`src/rtl/fpd_pkg.sv`:
```
package fpd_pkg;
    typedef enum logic {
        ST_IDLE = 1'b0,
        ST_RUN  = 1'b1
    } fpd_state_e;
endpackage

```
`src/rtl/fpd_unpack.sv`:
```
module fpd_unpack #(
    parameter int CHAR_W = 8,
    parameter int FRAC_W = 27,
    localparam int WORD_W = 1 + CHAR_W + FRAC_W
) (
    input  logic [WORD_W-1:0] word_i,
    output logic              sign_o,
    output logic [CHAR_W-1:0] chr_o,
    output logic [FRAC_W-1:0] frac_o
);
    assign sign_o = word_i[WORD_W-1];
    assign chr_o  = word_i[WORD_W-2:FRAC_W];
    assign frac_o = word_i[FRAC_W-1:0];
endmodule

```
`src/rtl/fpd_align.sv`:
```
module fpd_align #(
    parameter int CHAR_W = 8,
    parameter int FRAC_W = 27
) (
    input  logic [FRAC_W-1:0] a_frac_i,
    input  logic [FRAC_W-1:0] b_frac_i,
    input  logic [CHAR_W-1:0] a_chr_i,
    input  logic [CHAR_W-1:0] b_chr_i,
    output logic              pre_shift_o,
    output logic              reject_o,
    output logic [CHAR_W-1:0] q_chr_o
);
    localparam logic [CHAR_W-1:0] BIAS = CHAR_W'(1) << (CHAR_W - 1);

    logic zero_div;
    logic too_big;

    always_comb begin
        zero_div    = (b_frac_i == '0);
        too_big     = ({1'b0, a_frac_i} >= {b_frac_i, 1'b0});
        reject_o    = zero_div | too_big;
        pre_shift_o = (a_frac_i >= b_frac_i);
        q_chr_o     = a_chr_i - b_chr_i + BIAS + CHAR_W'(pre_shift_o);
    end
endmodule

```
`src/rtl/fpd_step.sv`:
```
module fpd_step #(
    parameter int FRAC_W = 27
) (
    input  logic [FRAC_W-1:0] rem_i,
    input  logic [FRAC_W-1:0] div_i,
    input  logic              hold_i,
    output logic [FRAC_W-1:0] rem_o,
    output logic              qbit_o
);
    logic [FRAC_W:0] trial;
    logic [FRAC_W:0] diff;

    always_comb begin
        trial  = hold_i ? {1'b0, rem_i} : {rem_i, 1'b0};
        diff   = trial - {1'b0, div_i};
        qbit_o = (trial >= {1'b0, div_i});
        rem_o  = qbit_o ? diff[FRAC_W-1:0] : trial[FRAC_W-1:0];
    end
endmodule

```
`src/rtl/fp_frac_divider.sv`:
```
module fp_frac_divider #(
    parameter int CHAR_W = 8,
    parameter int FRAC_W = 27,
    localparam int WORD_W = 1 + CHAR_W + FRAC_W
) (
    input  logic              clk,
    input  logic              rst_n,
    input  logic              start,
    input  logic [WORD_W-1:0] dividend,
    input  logic [WORD_W-1:0] divisor,
    output logic              done,
    output logic              div_check,
    output logic [WORD_W-1:0] quotient,
    output logic [WORD_W-1:0] remainder
);
    import fpd_pkg::*;

    localparam int CNT_W = $clog2(FRAC_W);
    localparam logic [CNT_W-1:0] LAST = CNT_W'(FRAC_W - 1);

    typedef struct packed {
        fpd_state_e        state;
        logic [CNT_W-1:0]  cnt;
        logic [FRAC_W-1:0] rem;
        logic [FRAC_W-1:0] dvs;
        logic [FRAC_W-1:0] qfrac;
        logic              pre;
        logic              q_sign;
        logic [CHAR_W-1:0] q_chr;
        logic              r_sign;
        logic [CHAR_W-1:0] r_chr;
        logic              done;
        logic              chk;
        logic [WORD_W-1:0] quo_out;
        logic [WORD_W-1:0] rem_out;
    } regs_t;

    regs_t r_q, r_d;

    logic              a_sign, b_sign;
    logic [CHAR_W-1:0] a_chr, b_chr;
    logic [FRAC_W-1:0] a_frac, b_frac;
    logic              pre_shift, reject;
    logic [CHAR_W-1:0] q_chr_new;
    logic [FRAC_W-1:0] rem_next;
    logic              qbit;
    logic              hold_first;

    fpd_unpack #(.CHAR_W(CHAR_W), .FRAC_W(FRAC_W)) u_unpack_a (
        .word_i(dividend), .sign_o(a_sign), .chr_o(a_chr), .frac_o(a_frac)
    );

    fpd_unpack #(.CHAR_W(CHAR_W), .FRAC_W(FRAC_W)) u_unpack_b (
        .word_i(divisor), .sign_o(b_sign), .chr_o(b_chr), .frac_o(b_frac)
    );

    fpd_align #(.CHAR_W(CHAR_W), .FRAC_W(FRAC_W)) u_align (
        .a_frac_i(a_frac), .b_frac_i(b_frac),
        .a_chr_i(a_chr), .b_chr_i(b_chr),
        .pre_shift_o(pre_shift), .reject_o(reject), .q_chr_o(q_chr_new)
    );

    assign hold_first = r_q.pre && (r_q.cnt == '0);

    fpd_step #(.FRAC_W(FRAC_W)) u_step (
        .rem_i(r_q.rem), .div_i(r_q.dvs), .hold_i(hold_first),
        .rem_o(rem_next), .qbit_o(qbit)
    );

    always_comb begin
        r_d      = r_q;
        r_d.done = 1'b0;
        r_d.chk  = 1'b0;
        unique case (r_q.state)
            ST_IDLE: begin
                if (start) begin
                    if (reject) begin
                        r_d.done = 1'b1;
                        r_d.chk  = 1'b1;
                    end else begin
                        r_d.state  = ST_RUN;
                        r_d.cnt    = '0;
                        r_d.rem    = a_frac;
                        r_d.dvs    = b_frac;
                        r_d.qfrac  = '0;
                        r_d.pre    = pre_shift;
                        r_d.q_sign = a_sign ^ b_sign;
                        r_d.q_chr  = q_chr_new;
                        r_d.r_sign = a_sign;
                        r_d.r_chr  = a_chr;
                    end
                end
            end
            ST_RUN: begin
                r_d.qfrac = {r_q.qfrac[FRAC_W-2:0], qbit};
                r_d.rem   = rem_next;
                r_d.cnt   = r_q.cnt + CNT_W'(1);
                if (r_q.cnt == LAST) begin
                    r_d.state   = ST_IDLE;
                    r_d.done    = 1'b1;
                    r_d.quo_out = {r_q.q_sign, r_q.q_chr, r_q.qfrac[FRAC_W-2:0], qbit};
                    r_d.rem_out = {r_q.r_sign, r_q.r_chr, rem_next};
                end
            end
            default: r_d.state = ST_IDLE;
        endcase
    end

    always_ff @(posedge clk or negedge rst_n) begin
        if (!rst_n) begin
            r_q <= '0;
        end else begin
            r_q <= r_d;
        end
    end

    assign done      = r_q.done;
    assign div_check = r_q.chk;
    assign quotient  = r_q.quo_out;
    assign remainder = r_q.rem_out;


    rem_below_divisor_chk: assert property (@(posedge clk) disable iff (!rst_n)
        (r_q.state == ST_RUN && r_q.cnt != '0) |-> (r_q.rem < r_q.dvs));


    count_in_range_chk: assert property (@(posedge clk) disable iff (!rst_n)
        (r_q.state == ST_RUN) |-> (r_q.cnt <= LAST));


    check_with_done_chk: assert property (@(posedge clk) disable iff (!rst_n)
        div_check |-> done);


    check_keeps_result_chk: assert property (@(posedge clk) disable iff (!rst_n)
        div_check |-> ($stable(quotient) && $stable(remainder)));


    result_hold_chk: assert property (@(posedge clk) disable iff (!rst_n)
        !done |-> ($stable(quotient) && $stable(remainder)));


    operands_locked_chk: assert property (@(posedge clk) disable iff (!rst_n)
        (r_q.state == ST_RUN && $past(r_q.state == ST_RUN)) |-> $stable(r_q.dvs));


    done_remainder_chk: assert property (@(posedge clk) disable iff (!rst_n)
        (done && !div_check) |-> (remainder[FRAC_W-1:0] < r_q.dvs));
endmodule

```
`config.mk`:
```
export PLATFORM = sky130hd
export DESIGN_NAME = fp_frac_divider
export DESIGN_NICKNAME = d
export VERILOG_FILES = /design/src/rtl/fpd_pkg.sv /design/src/rtl/fpd_unpack.sv /design/src/rtl/fpd_align.sv /design/src/rtl/fpd_step.sv /design/src/rtl/fp_frac_divider.sv
export SDC_FILE = /design/constraint.sdc
export NUM_CORES = 1
export LEC_CHECK = 0
export BUFFER_PORTS_ARGS = -buffer_cell sky130_fd_sc_hd__buf_2
export CAP_MARGIN = 40
export CORE_AREA = 4 4 179 181
export CTS_BUF_LIST = sky130_fd_sc_hd__clkbuf_16
export DETAILED_ROUTE_END_ITERATION = 10
export DIE_AREA = 0 0 183 185
export PLACE_DENSITY = 0.56
export SLEW_MARGIN = 20
export SYNTH_ARGS = -nofsm -noshare
export SYNTH_HDL_FRONTEND = slang
export SYNTH_HIERARCHICAL = 1
export SYNTH_SLANG_ARGS = --single-unit
```
`constraint.sdc`:
```
create_clock -name clk -period 6.3 [get_ports clk]
set_clock_uncertainty 0.1 [all_clocks]
set_input_delay 0.315 -clock clk [delete_from_list [all_inputs] [get_ports clk]]
set_output_delay 0.315 -clock clk [all_outputs]
set_load 0.02 [all_outputs]
```
==> impl_metrics.tcl <==
set metrics [dict create \
    status "completed" \
    final_util_pct 41.9 \
    setup_viol 0 \
    most-common-layout-cells "dfrtp_1 (178), buf_2 (147), nand2_1 (117), ha_1 (98), mux2_2 (82)" \
    worstPathCellList "inv_1 -> ha_1 -> nand2_1 -> nor4_2 -> buf_4 -> mux2_2 -> ha_1 -> nand2_1 -> or4_1 -> a211o_1 -> a211oi_4 -> nor3_2 -> inv_2 -> buf_4 -> o211ai_1 -> o211a_1 -> mux2_1" \
    maxSlewViolCount 0 \
    syn_avg_cell_area_sq_um 9.89 \
    die_h_um 185 \
    fill_cells 2992 \
    clk_pin_slew_ns 0.07 \
    io_pins 149 \
    grt-ovfl-total 0 \
    drive_gt1_share_pct 23.8 \
    insertion_delay_ns 0.43 \
    syn2layout_area_growth_pct 5.52 \
    cts.htree.levels 4 \
    antenna_left 0 \
    wl_per_cell_um 17.7 \
    cp.required_ns 6.52 \
    die-area_sq_um 33900 \
    start_util_pct 39.7 \
    endpoint_kind "flop" \
    design_area_sq_um 12700 \
    multi_input_area_sq_um 5950 \
    fmax_ghz 0.204 \
    drt-total-wl_um 28800 \
    cts-root-buf "clkbuf_16" \
    finalHoldViolCount 0 \
    synth_cell_types 63 \
    die_w_um 183 \
    cts_buffer_depth 2 \
    tightest_slew_ns 0.842 \
    synth_flop_cell "dfrtp_1" \
    dpl.hpwl_um 21900 \
    synthesis.area_sq_um 12100 \
    rsz0062_at_grt "no" \
    cts_buffers 17 \
    cp_slowest_cell "or4_1" \
    clkSinkCount 179 \
    synth_cells 1222 \
    cts_tree "built" \
    crit_path_max_incr_delay_ns 0.56 \
    power.density_nw_per_um2 586 \
    via_per_inst 5.15 \
    post_cts.repair.setup_buffers 0 \
    drc 0 \
    max-cap-violations 0 \
    via_count 8366 \
    leakagePower_uw 0.00634 \
    port-buffer-count 148 \
    place_area_sq_um 12100 \
    rows 64 \
    place_congestion 0.906 \
    final_nets 1391 \
    yosys_register_bits 179 \
    yosysWarnings 6 \
    async_flop_share_pct 100 \
    relSlewSlack_pct 43.4 \
    layout_commonest_cell "dfrtp_1" \
    grt_pass1_vias 8248 \
    first_iter_violations 425 \
    startpoint_type "flop" \
    worstHoldPathType "in -> reg" \
    crit_arrival_ns 5.11 \
    grt_max_degree 63 \
    core_sq_um 30400 \
    path_max_fanout 29 \
    antenna_found_initial 1 \
    vdd_ir_drop_max_mv 0.287 \
    drt_first_pass_iters 5 \
    num_antenna_cells 0 \
    synth-edff-count 0 \
    grt_pass1_wl_um 46600 \
    min_period_ns 4.90 \
    grt_use_total_pct 17.2 \
    min_period_over_period_pct 77.7 \
    seq_area_frac_synth_pct 37.1 \
    crit_type "reg -> reg" \
    syn_nets 1397 \
    regArea_sq_um 4480 \
    finalSetupTns_ns 0 \
]
==> logic make-up (layout without fill, tap and decap cells) <==
| logic type | after synthesis | after routing | share of synthesized area (%) |
|---|---|---|---|
| buffers and inverters | 269 | 276 | 13.8 |
| and+or+nand+nor | 253 | 253 | 9.72 |
| AOI/OAI and AO/OA | 223 | 223 | 11.3 |
| DFF | 179 | 179 | 37.1 |
| muxes | 172 | 172 | 15.7 |
| adders and majority gates | 100 | 100 | 10.5 |
| xor gates and xnor gates | 26 | 26 | 1.88 |
==> metal layers <==
metal  GRT usage, %  vias up  wire length [um]  part of all wire [%]
met2           25.9      194             12600                    44
met1           26.4     4047             14800                    51
met4           3.58        0               272                  0.94
li1               -     4112                 -                     -
met5              0        -                 0                     0
met3           2.55       13              1220                   4.2
==> Yosys cell counts (3+ instances only) <==
library cell | number | area (sq um)
clkbuf_1 | 18 | 67.6
nor4_1 | 10 | 62.6
nand2_1 | 117 | 439
or3_1 | 4 | 25.0
buf_2 | 9 | 45.0
nand4_1 | 16 | 100
nand3_1 | 15 | 75.1
xnor2_1 | 16 | 140
nand2b_1 | 7 | 43.8
nor2b_1 | 7 | 43.8
mux2i_1 | 28 | 280
a211oi_1 | 8 | 60.1
a21o_1 | 20 | 150
o41ai_1 | 3 | 26.3
nor3_1 | 13 | 65.1
mux2_1 | 62 | 698
o21a_1 | 5 | 37.5
dfrtp_1 | 179 | 4480
a31oi_1 | 5 | 31.3
mux2_2 | 82 | 923
xor2_1 | 10 | 87.6
o21bai_1 | 4 | 30.0
and2_1 | 3 | 18.8
a211o_1 | 3 | 26.3
inv_1 | 80 | 300
ha_1 | 98 | 1230
o21ai_0 | 79 | 395
a31o_2 | 3 | 26.3
buf_6 | 11 | 124
nor2_1 | 44 | 165
a21oi_1 | 66 | 330
and3_1 | 6 | 37.5
buf_4 | 150 | 1130
==> final timing paths <==
path                                             end  slack (ns)               startpoint  cells past startpoint
max reg2reg                remainder[16]$_DFFE_PN0P_        1.40     r_q[174]$_DFFE_PN0P_                     17
min in group asynchronous        r_q[83]$_DFFE_PN0P_        0.30                    rst_n                      2
max in group asynchronous       r_q[149]$_DFFE_PN0P_        4.42                    rst_n                      5
min                              r_q[75]$_DFFE_PN0P_        0.03             dividend[28]                      2
min reg2reg                  quotient[9]$_DFFE_PN0P_        0.38  quotient[9]$_DFFE_PN0P_                      1
max                        remainder[16]$_DFFE_PN0P_        1.40     r_q[174]$_DFFE_PN0P_                     17
==> area by class of cell <==
cell class | instances | share of cell area, %
Clock buffer | 17 | 3.34
Inverter | 81 | 2.39
Multi-Input combinational cell | 774 | 46.7
Timing Repair Buffer | 163 | 7.18
Sequential cell | 179 | 35.1
Clock inverter | 15 | 1.40
Tap cell | 396 | 3.89
==> registers in the layout, summed over array words and instances (netlist names) <==
name	flops
r_q	105
remainder	36
done	1
quotient	36
div_check	1
==> per-stage QoR <==
stage	worst slack (ns)	std cells	power (uW)	hold slack [ns]
floorplan	1.62	1222	5470	-0.0806
global placement	1.36	1587	6290	0.361
detailed placement	1.40	1589	6340	0.219
CTS	1.35	1624	7500	0.00283
global route	0.980	1625	8130	0.0151
finish	1.40	1625	7470	0.0301
==> report_power, final <==
part           internal, uW  total [uW]  switching, uW  leakage [uW]
logic                  1710        4260           2550       0.00386
clock network           629        1120            492      0.000288
registers              1730        2090            357       0.00220
total                  4070        7470           3400       0.00634
==> what timing repair did <==
item                                   in CTS  in global routing
endpoints found under the hold margin      59                  0
gates resized for setup                     0                  0
hold buffers                                3                  0
==> critical path, delay by kind of cell (launching register included) <==
kind,cells,cell delay [ns]
AOI/OAI and AO/OA,4,0.86
adders and majority gates,2,0.56
buffers and inverters,4,1.15
DFF,1,0.42
muxes,2,0.70
and+or+nand+nor,5,0.96
No activity file was read; power rests on OpenSTA's default activity.
